**config.mk**
```make
export PLATFORM = sky130hd
export DESIGN_NAME = subexpr_const_mult
export DESIGN_NICKNAME = d
export VERILOG_FILES = /design/src/rtl/sxm_pkg.sv /design/src/rtl/sxm_triple_stage.sv /design/src/rtl/sxm_digit_term.sv /design/src/rtl/sxm_sum_tree.sv /design/src/rtl/subexpr_const_mult.sv
export SDC_FILE = /design/constraint.sdc
export NUM_CORES = 1
export LEC_CHECK = 0
export BUFFER_PORTS_ARGS = -buffer_cell sky130_fd_sc_hd__clkbuf_2
export CORE_UTILIZATION = 60
export DETAILED_ROUTE_END_ITERATION = 10
export PLACE_DENSITY_LB_ADDON = 0.05
export SYNTH_ARGS = -nofsm -noshare
export SYNTH_HDL_FRONTEND = slang
export SYNTH_SLANG_ARGS = --single-unit
```
**constraint.sdc**
```tcl
create_clock -name clk -period 5.4 [get_ports clk]
set_clock_uncertainty 0.2 [all_clocks]
set_input_delay 1.08 -clock clk [delete_from_list [all_inputs] [get_ports clk]]
set_output_delay 1.08 -clock clk [all_outputs]
set_load 0.01 [all_outputs]
```
**src/rtl/sxm_pkg.sv**
```systemverilog
// Package: shared types and helpers for the two-bit digit constant multiplier.
// Assumes: nothing beyond the standard language.
package sxm_pkg;

    // Digit codes taken from one 2-bit group of the coefficient.
    typedef enum logic [1:0] {
        DIG_ZERO  = 2'b00,
        DIG_ONE   = 2'b01,
        DIG_TWO   = 2'b10,
        DIG_THREE = 2'b11
    } digit_e;

    // Smallest power of two not below n (n >= 1).
    function automatic int ceil_pow2(input int n);
        int p;
        p = 1;
        while (p < n) begin
            p = p * 2;
        end
        return p;
    endfunction

endpackage

```
**src/rtl/sxm_triple_stage.sv**
```systemverilog
// Module: first pipeline stage. Registers the sign-extended input and the
// shared tripled input (x + 2x), the only adder that the digits share.
// Assumes: din is two's complement; reset is synchronous and active low.
module sxm_triple_stage #(
    parameter int DATA_W = 16
) (
    input  logic                     clk,
    input  logic                     rst_n,
    input  logic [DATA_W-1:0]        din,
    output logic signed [DATA_W-1:0] x_q,
    output logic signed [DATA_W+1:0] trip_q
);
    localparam int TRIP_W = DATA_W + 2;

    logic signed [TRIP_W-1:0] x_ext;
    logic                     valid_q;

    // Sign-extend the input so the shift and the add cannot overflow.
    always_comb begin
        x_ext = {{2{din[DATA_W-1]}}, din};
    end

    // Register the input and its triple together so they stay aligned.
    always_ff @(posedge clk) begin
        if (!rst_n) begin
            x_q     <= '0;
            trip_q  <= '0;
            valid_q <= 1'b0;
        end else begin
            x_q     <= din;
            trip_q  <= x_ext + (x_ext <<< 1);
            valid_q <= 1'b1;
        end
    end

    logic signed [TRIP_W-1:0] x_q_ext;
    // Widen the registered input for the triple check.
    always_comb begin
        x_q_ext = {{2{x_q[DATA_W-1]}}, x_q};
    end

    AST_TRIPLE_SHARED: assert property (@(posedge clk) disable iff (!rst_n)
        valid_q |-> (trip_q == x_q_ext * $signed(TRIP_W'(3))));

endmodule

```
**src/rtl/sxm_digit_term.sv**
```systemverilog
// Module: one coefficient digit. Selects 0, x, 2x or 3x from the registered
// multiples and weights the choice by its group position (two bits per group).
// Assumes: SHIFT + DATA_W + 2 <= OUT_W so the weighted term never overflows.
module sxm_digit_term
    import sxm_pkg::*;
#(
    parameter int DATA_W = 16,
    parameter int OUT_W  = 33,
    parameter int SHIFT  = 0
) (
    input  logic [1:0]               digit,
    input  logic signed [DATA_W-1:0] x_q,
    input  logic signed [DATA_W+1:0] trip_q,
    output logic signed [OUT_W-1:0]  term
);
    logic signed [OUT_W-1:0] x_wide;
    logic signed [OUT_W-1:0] trip_wide;
    logic signed [OUT_W-1:0] picked;

    // Sign-extend both multiples to the output width.
    always_comb begin
        x_wide    = {{(OUT_W-DATA_W){x_q[DATA_W-1]}}, x_q};
        trip_wide = {{(OUT_W-DATA_W-2){trip_q[DATA_W+1]}}, trip_q};
    end

    // Pick the multiple named by the digit; no adder is used here.
    always_comb begin
        case (digit_e'(digit))
            DIG_ONE:   picked = x_wide;
            DIG_TWO:   picked = x_wide <<< 1;
            DIG_THREE: picked = trip_wide;
            default:   picked = '0;
        endcase
    end

    // Weight the choice by the digit's position.
    always_comb begin
        term = picked <<< SHIFT;
    end

endmodule

```
**src/rtl/sxm_sum_tree.sv**
```systemverilog
// Module: balanced binary adder tree over N_IN terms, stored heap style:
// node i sums nodes 2i+1 and 2i+2, leaves sit at N_IN-1 .. 2*N_IN-2.
// Assumes: N_IN is a power of two; W is wide enough for the full sum.
module sxm_sum_tree #(
    parameter int N_IN = 8,
    parameter int W    = 33
) (
    input  logic signed [W-1:0] leaves [N_IN],
    output logic signed [W-1:0] total
);
    localparam int N_NODE = 2 * N_IN - 1;

    logic signed [W-1:0] node [N_NODE];

    // Place the leaves at the bottom of the heap.
    for (genvar i = 0; i < N_IN; i++) begin : g_leaf
        assign node[N_IN - 1 + i] = leaves[i];
    end

    // Each inner node adds its two children.
    for (genvar i = 0; i < N_IN - 1; i++) begin : g_inner
        assign node[i] = node[2*i + 1] + node[2*i + 2];
    end

    // The root carries the full sum.
    always_comb begin
        total = node[0];
    end

endmodule

```
**src/rtl/subexpr_const_mult.sv**
```systemverilog
// Module: top of the two-bit digit constant multiplier. Stage 1 registers x
// and the shared 3x; the digit terms and adder tree are combinational; stage 2
// registers the (optionally negated) sum. Latency is two clocks.
// Assumes: COEF is an unsigned magnitude; NEGATE gives its sign; din is
// two's complement and known at every active edge out of reset.
module subexpr_const_mult
    import sxm_pkg::*;
#(
    parameter int                DATA_W = 16,
    parameter int                COEF_W = 16,
    parameter logic [COEF_W-1:0] COEF   = 16'hA5C3,
    parameter bit                NEGATE = 1'b0
) (
    input  logic                     clk,
    input  logic                     rst_n,
    input  logic [DATA_W-1:0]        din,
    output logic [DATA_W+COEF_W:0]   product
);
    localparam int OUT_W   = DATA_W + COEF_W + 1;
    localparam int NUM_GRP = (COEF_W + 1) / 2;
    localparam int TREE_N  = ceil_pow2(NUM_GRP);
    localparam int EXT_W   = 2 * NUM_GRP;
    localparam logic [EXT_W-1:0] COEF_EXT = EXT_W'(COEF);

    logic signed [DATA_W-1:0] x_q;
    logic signed [DATA_W+1:0] trip_q;
    logic signed [OUT_W-1:0]  terms [TREE_N];
    logic signed [OUT_W-1:0]  sum_total;
    logic signed [OUT_W-1:0]  prod_next;

    // Stage 1: input and shared triple.
    sxm_triple_stage #(
        .DATA_W (DATA_W)
    ) u_triple (
        .clk    (clk),
        .rst_n  (rst_n),
        .din    (din),
        .x_q    (x_q),
        .trip_q (trip_q)
    );

    // One selector per coefficient digit; pad slots up to a power of two.
    for (genvar g = 0; g < TREE_N; g++) begin : g_digit
        if (g < NUM_GRP) begin : g_live
            sxm_digit_term #(
                .DATA_W (DATA_W),
                .OUT_W  (OUT_W),
                .SHIFT  (2 * g)
            ) u_term (
                .digit  (COEF_EXT[2*g +: 2]),
                .x_q    (x_q),
                .trip_q (trip_q),
                .term   (terms[g])
            );
        end else begin : g_pad
            assign terms[g] = '0;
        end
    end

    // Sum all weighted digit terms.
    sxm_sum_tree #(
        .N_IN (TREE_N),
        .W    (OUT_W)
    ) u_tree (
        .leaves (terms),
        .total  (sum_total)
    );

    // Apply the coefficient sign chosen at build time.
    if (NEGATE) begin : g_neg
        assign prod_next = -sum_total;
    end else begin : g_pos
        assign prod_next = sum_total;
    end

    // Stage 2: register the product.
    always_ff @(posedge clk) begin
        if (!rst_n) begin
            product <= '0;
        end else begin
            product <= prod_next;
        end
    end

    // ---------------- assertions ----------------
    logic [1:0] warm_q;
    logic       rst_seen_q;

    // Count edges since reset release, saturating at two.
    always_ff @(posedge clk) begin
        if (!rst_n) begin
            warm_q <= 2'd0;
        end else if (warm_q != 2'd2) begin
            warm_q <= warm_q + 2'd1;
        end
    end

    // Remember whether the previous edge saw reset.
    always_ff @(posedge clk) begin
        rst_seen_q <= !rst_n;
    end

    // Plain modular multiply used as the check value.
    function automatic logic [OUT_W-1:0] ref_prod(input logic [DATA_W-1:0] d);
        logic [OUT_W-1:0] de;
        logic [OUT_W-1:0] p;
        de = {{(OUT_W-DATA_W){d[DATA_W-1]}}, d};
        p  = de * OUT_W'(COEF);
        return NEGATE ? (~p + OUT_W'(1)) : p;
    endfunction

    AST_RESET_CLEAR: assert property (@(posedge clk)
        rst_seen_q |-> (product == '0));

    AST_PRODUCT_MATCH: assert property (@(posedge clk) disable iff (!rst_n)
        (warm_q == 2'd2) |-> (product == ref_prod($past(din, 2))));

    AST_NO_OVERFLOW: assert property (@(posedge clk) disable iff (!rst_n)
        ((warm_q == 2'd2) && ($past(din, 2) != '0) && (COEF != '0))
        |-> (product[OUT_W-1] == ($past(din[DATA_W-1], 2) ^ NEGATE)));

    if (COEF == '0) begin : g_zero_chk
        AST_ZERO_COEF: assert property (@(posedge clk) disable iff (!rst_n)
            (warm_q != 2'd0) |-> (product == '0));
    end

endmodule

```
==> results.cfg <==
[yosys]
syn_area_um2 = 5380
synth_cell_types = 52
synth_seq_cells = 65
dominantRegCellSynth = dfxtp_1
avgSynthCellArea_um2 = 9.35
ys_seq_area_frac = 0.242
syn_inst = 575
synth-edff-count = 0
synthArstFlopShare = 0
synth_nets = 716
yosys_warnings = 0

[layout]
area_growth_syn_to_layout_pct = 10.5
num-nets-final = 769
final_cells = 741
final_common_cell = inv_1
drive_above_1_share = 0.130
num_antenna_cells = 0
final_cell_mix = inv_1 (120), dfxtp_1 (65), ha_1 (64), fa_1 (59), clkbuf_2 (50)
fillCellCount = 721

[worst_setup_path]
crit_chain = buf_4, inv_1, fa_1, inv_1, fa_1, inv_1, fa_1, inv_1, ha_1, a21o_1, nand2_1, nand4_1, a31oi_1, o21bai_1, a41oi_1, mux2i_1
path_common_cell = inv_1
cp_slowest_cell = fa_1
crit_path_end_kind = register
max_stage_delay_ns = 0.58
critPathTopFamily = adder cells
r2r-start = u_triple.trip_q[17]$_SDFF_PN0_
regToRegSetupSlack_ns = 0.71
worst_setup_path_start_kind = register
critPathArrivalTime_ns = 4.76
crit_buf_inv = 5
crit_type = register to register
critical_path.max_fanout = 13
r2r_end = product[32]$_SDFF_PN0_
rr_worst_depth = 16
cp.required_ns = 5.47

[min_path]
whs_path_depth = 1
holdCritStartpoint = u_triple.trip_q[1]$_SDFF_PN0_
min_to = product[1]$_SDFF_PN0_
worstHoldPathType = register to register

[route]
ant_nets = 0
drc = 0
viasPerCell = 5.19
drtIter0Drc = 127
routedWlPerCell_um = 13.8
drtPass1Iterations = 4
wirelength_um = 10200
vias = 3846

[placed_design]
io_buffers = 50
gp_congestion = 0.862
hpwl_um = 8320
place_inst = 725

[clocking]
post_cts_buffers = 0
clockBufferDepth = 2
hold_buffers = 0
clk_pin_slew_ns = 0.08
cts_htree_levels = 3
tritoncts = done
cts_resized = 0
cts_made_buffers = 9
worstSkewPairLatency_ns = 0.35
cts_sinks = 65
cts_root_buffer = clkbuf_8

[power_and_ir_drop]
power.density_nw_per_um2 = 409
peakVddDrop_mv = 0.189
fin_total_pwr_mw = 2.43
power.leakage_nw = 3.06

[global_routing]
grt_usage = 0.240
use_met3 = 0.0441
grt_antenna_before_repair = 0
grt_overflow_total = 0
use_met2 = 0.387
grt_pass1_vias = 4032
grt_util_met1 = 0.335
grt_max_degree = 39
grt_pass1_wl_um = 18100
busiest_layer = met2

[run]
maxCapViolCount = 0

[sta]
setup_viol = 0
worst_slew_pin_slew_ns = 0.678
timing.fmax_mhz = 213
whs_ns = 0.283
hold_viol = 0
final_min_period_over_clock_period = 0.869
slew_headroom = 0.547
rsz0062_at_grt = false
min_period_ns = 4.69
tns_ns = 0
final-max-slew-violation-count = 0

[floorplan]
die-area_um2 = 9340
fp.dieW_um = 96.7
pin_count = 51
fp.dieH_um = 96.7
row_count = 34
core-area_um2 = 8680
start_util = 0.620

[run_status]
status = complete, no violations
-- worst reg2reg max path, cell delays in order (launching register included) --
cell,delay [ns]
dfxtp_1,0.31
buf_4,0.22
inv_1,0.28
fa_1,0.58
inv_1,0.05
fa_1,0.53
inv_1,0.05
fa_1,0.52
inv_1,0.04
ha_1,0.36
a21o_1,0.20
nand2_1,0.09
nand4_1,0.14
a31oi_1,0.28
o21bai_1,0.21
a41oi_1,0.32
mux2i_1,0.24
-- final cells by class --
type	count	area (µm²)	area share
multi-input combinational	380	3580	0.603
sequential	65	1300	0.219
inverter	121	454	0.0765
timing repair buffer	51	258	0.0434
tap	108	135	0.0227
clock buffer	9	124	0.0209
clock inverter	7	83.8	0.0141
-- flip-flops by register name (all words and copies together), names as in the netlist --
register and cells:
u_triple.x_q 14, u_triple.trip_q 18, product 33
-- Yosys cell counts (6+ instances only) --
cell type,n,area [µm²]
o21ai_0,14,70.1
a21oi_1,27,135
fa_1,59,1180
ha_1,64,801
dfxtp_1,65,1300
nand2_1,21,78.8
nand4_1,6,37.5
xnor2_1,8,70.1
a21o_1,12,90.1
xor2_1,13,114
nor3_1,10,50.1
o21a_1,12,90.1
inv_1,120,450
nor2_1,41,154
and2_1,24,150
a211oi_1,8,60.1
-- metrics by stage --
step                       util  worst slack, ns  cell area [µm²]
final                     0.685            0.708             5940
after global routing      0.685            0.440             5940
after CTS                 0.685            0.731             5940
after detailed placement  0.661            0.784             5730
after global placement    0.661            0.845             5730
after floorplan               -            0.788             5380
-- how the worst max path moves through the flow --
stage	start	endpoint	slack (ns)	cells after the start
floorplan	u_triple.trip_q[17]$_SDFF_PN0_	product[31]$_SDFF_PN0_	0.79	15
global placement	u_triple.trip_q[17]$_SDFF_PN0_	product[28]$_SDFF_PN0_	0.85	16
detailed placement	u_triple.trip_q[17]$_SDFF_PN0_	product[28]$_SDFF_PN0_	0.78	16
CTS	u_triple.trip_q[17]$_SDFF_PN0_	product[32]$_SDFF_PN0_	0.73	16
global route	u_triple.trip_q[17]$_SDFF_PN0_	product[30]$_SDFF_PN0_	0.44	16
finish	u_triple.trip_q[17]$_SDFF_PN0_	product[32]$_SDFF_PN0_	0.71	16
-- routing by layer --
| layer | wire length [µm] | part of all wire |
|---|---|---|
| met5 | 0 | 0 |
| met4 | 119 | 0.012 |
| met3 | 378 | 0.037 |
| met2 | 4510 | 0.44 |
| met1 | 5190 | 0.51 |
-- where the power goes --
part	internal, mW	leakage, nW	switching (mW)
Sequential	0.576	0.541	0.0285
Clock	0.223	0.103	0.218
Combinational	0.578	2.41	0.807
Total	1.38	3.06	1.05
-- logic make-up (layout without fill, tap and decap cells) --
logic type / count (synthesis) / after routing / synth area share
multiplexers: 4 / 4 / 0.00745
XOR/XNOR: 21 / 21 / 0.0342
adder cells (fa/ha/maj): 123 / 123 / 0.369
AND/OR/NAND/NOR: 127 / 127 / 0.118
flip-flops: 65 / 65 / 0.242
AO/OA/AOI/OAI: 105 / 105 / 0.138
buffers and inverters: 130 / 188 / 0.0912
Power figures use the tool's default switching activity.
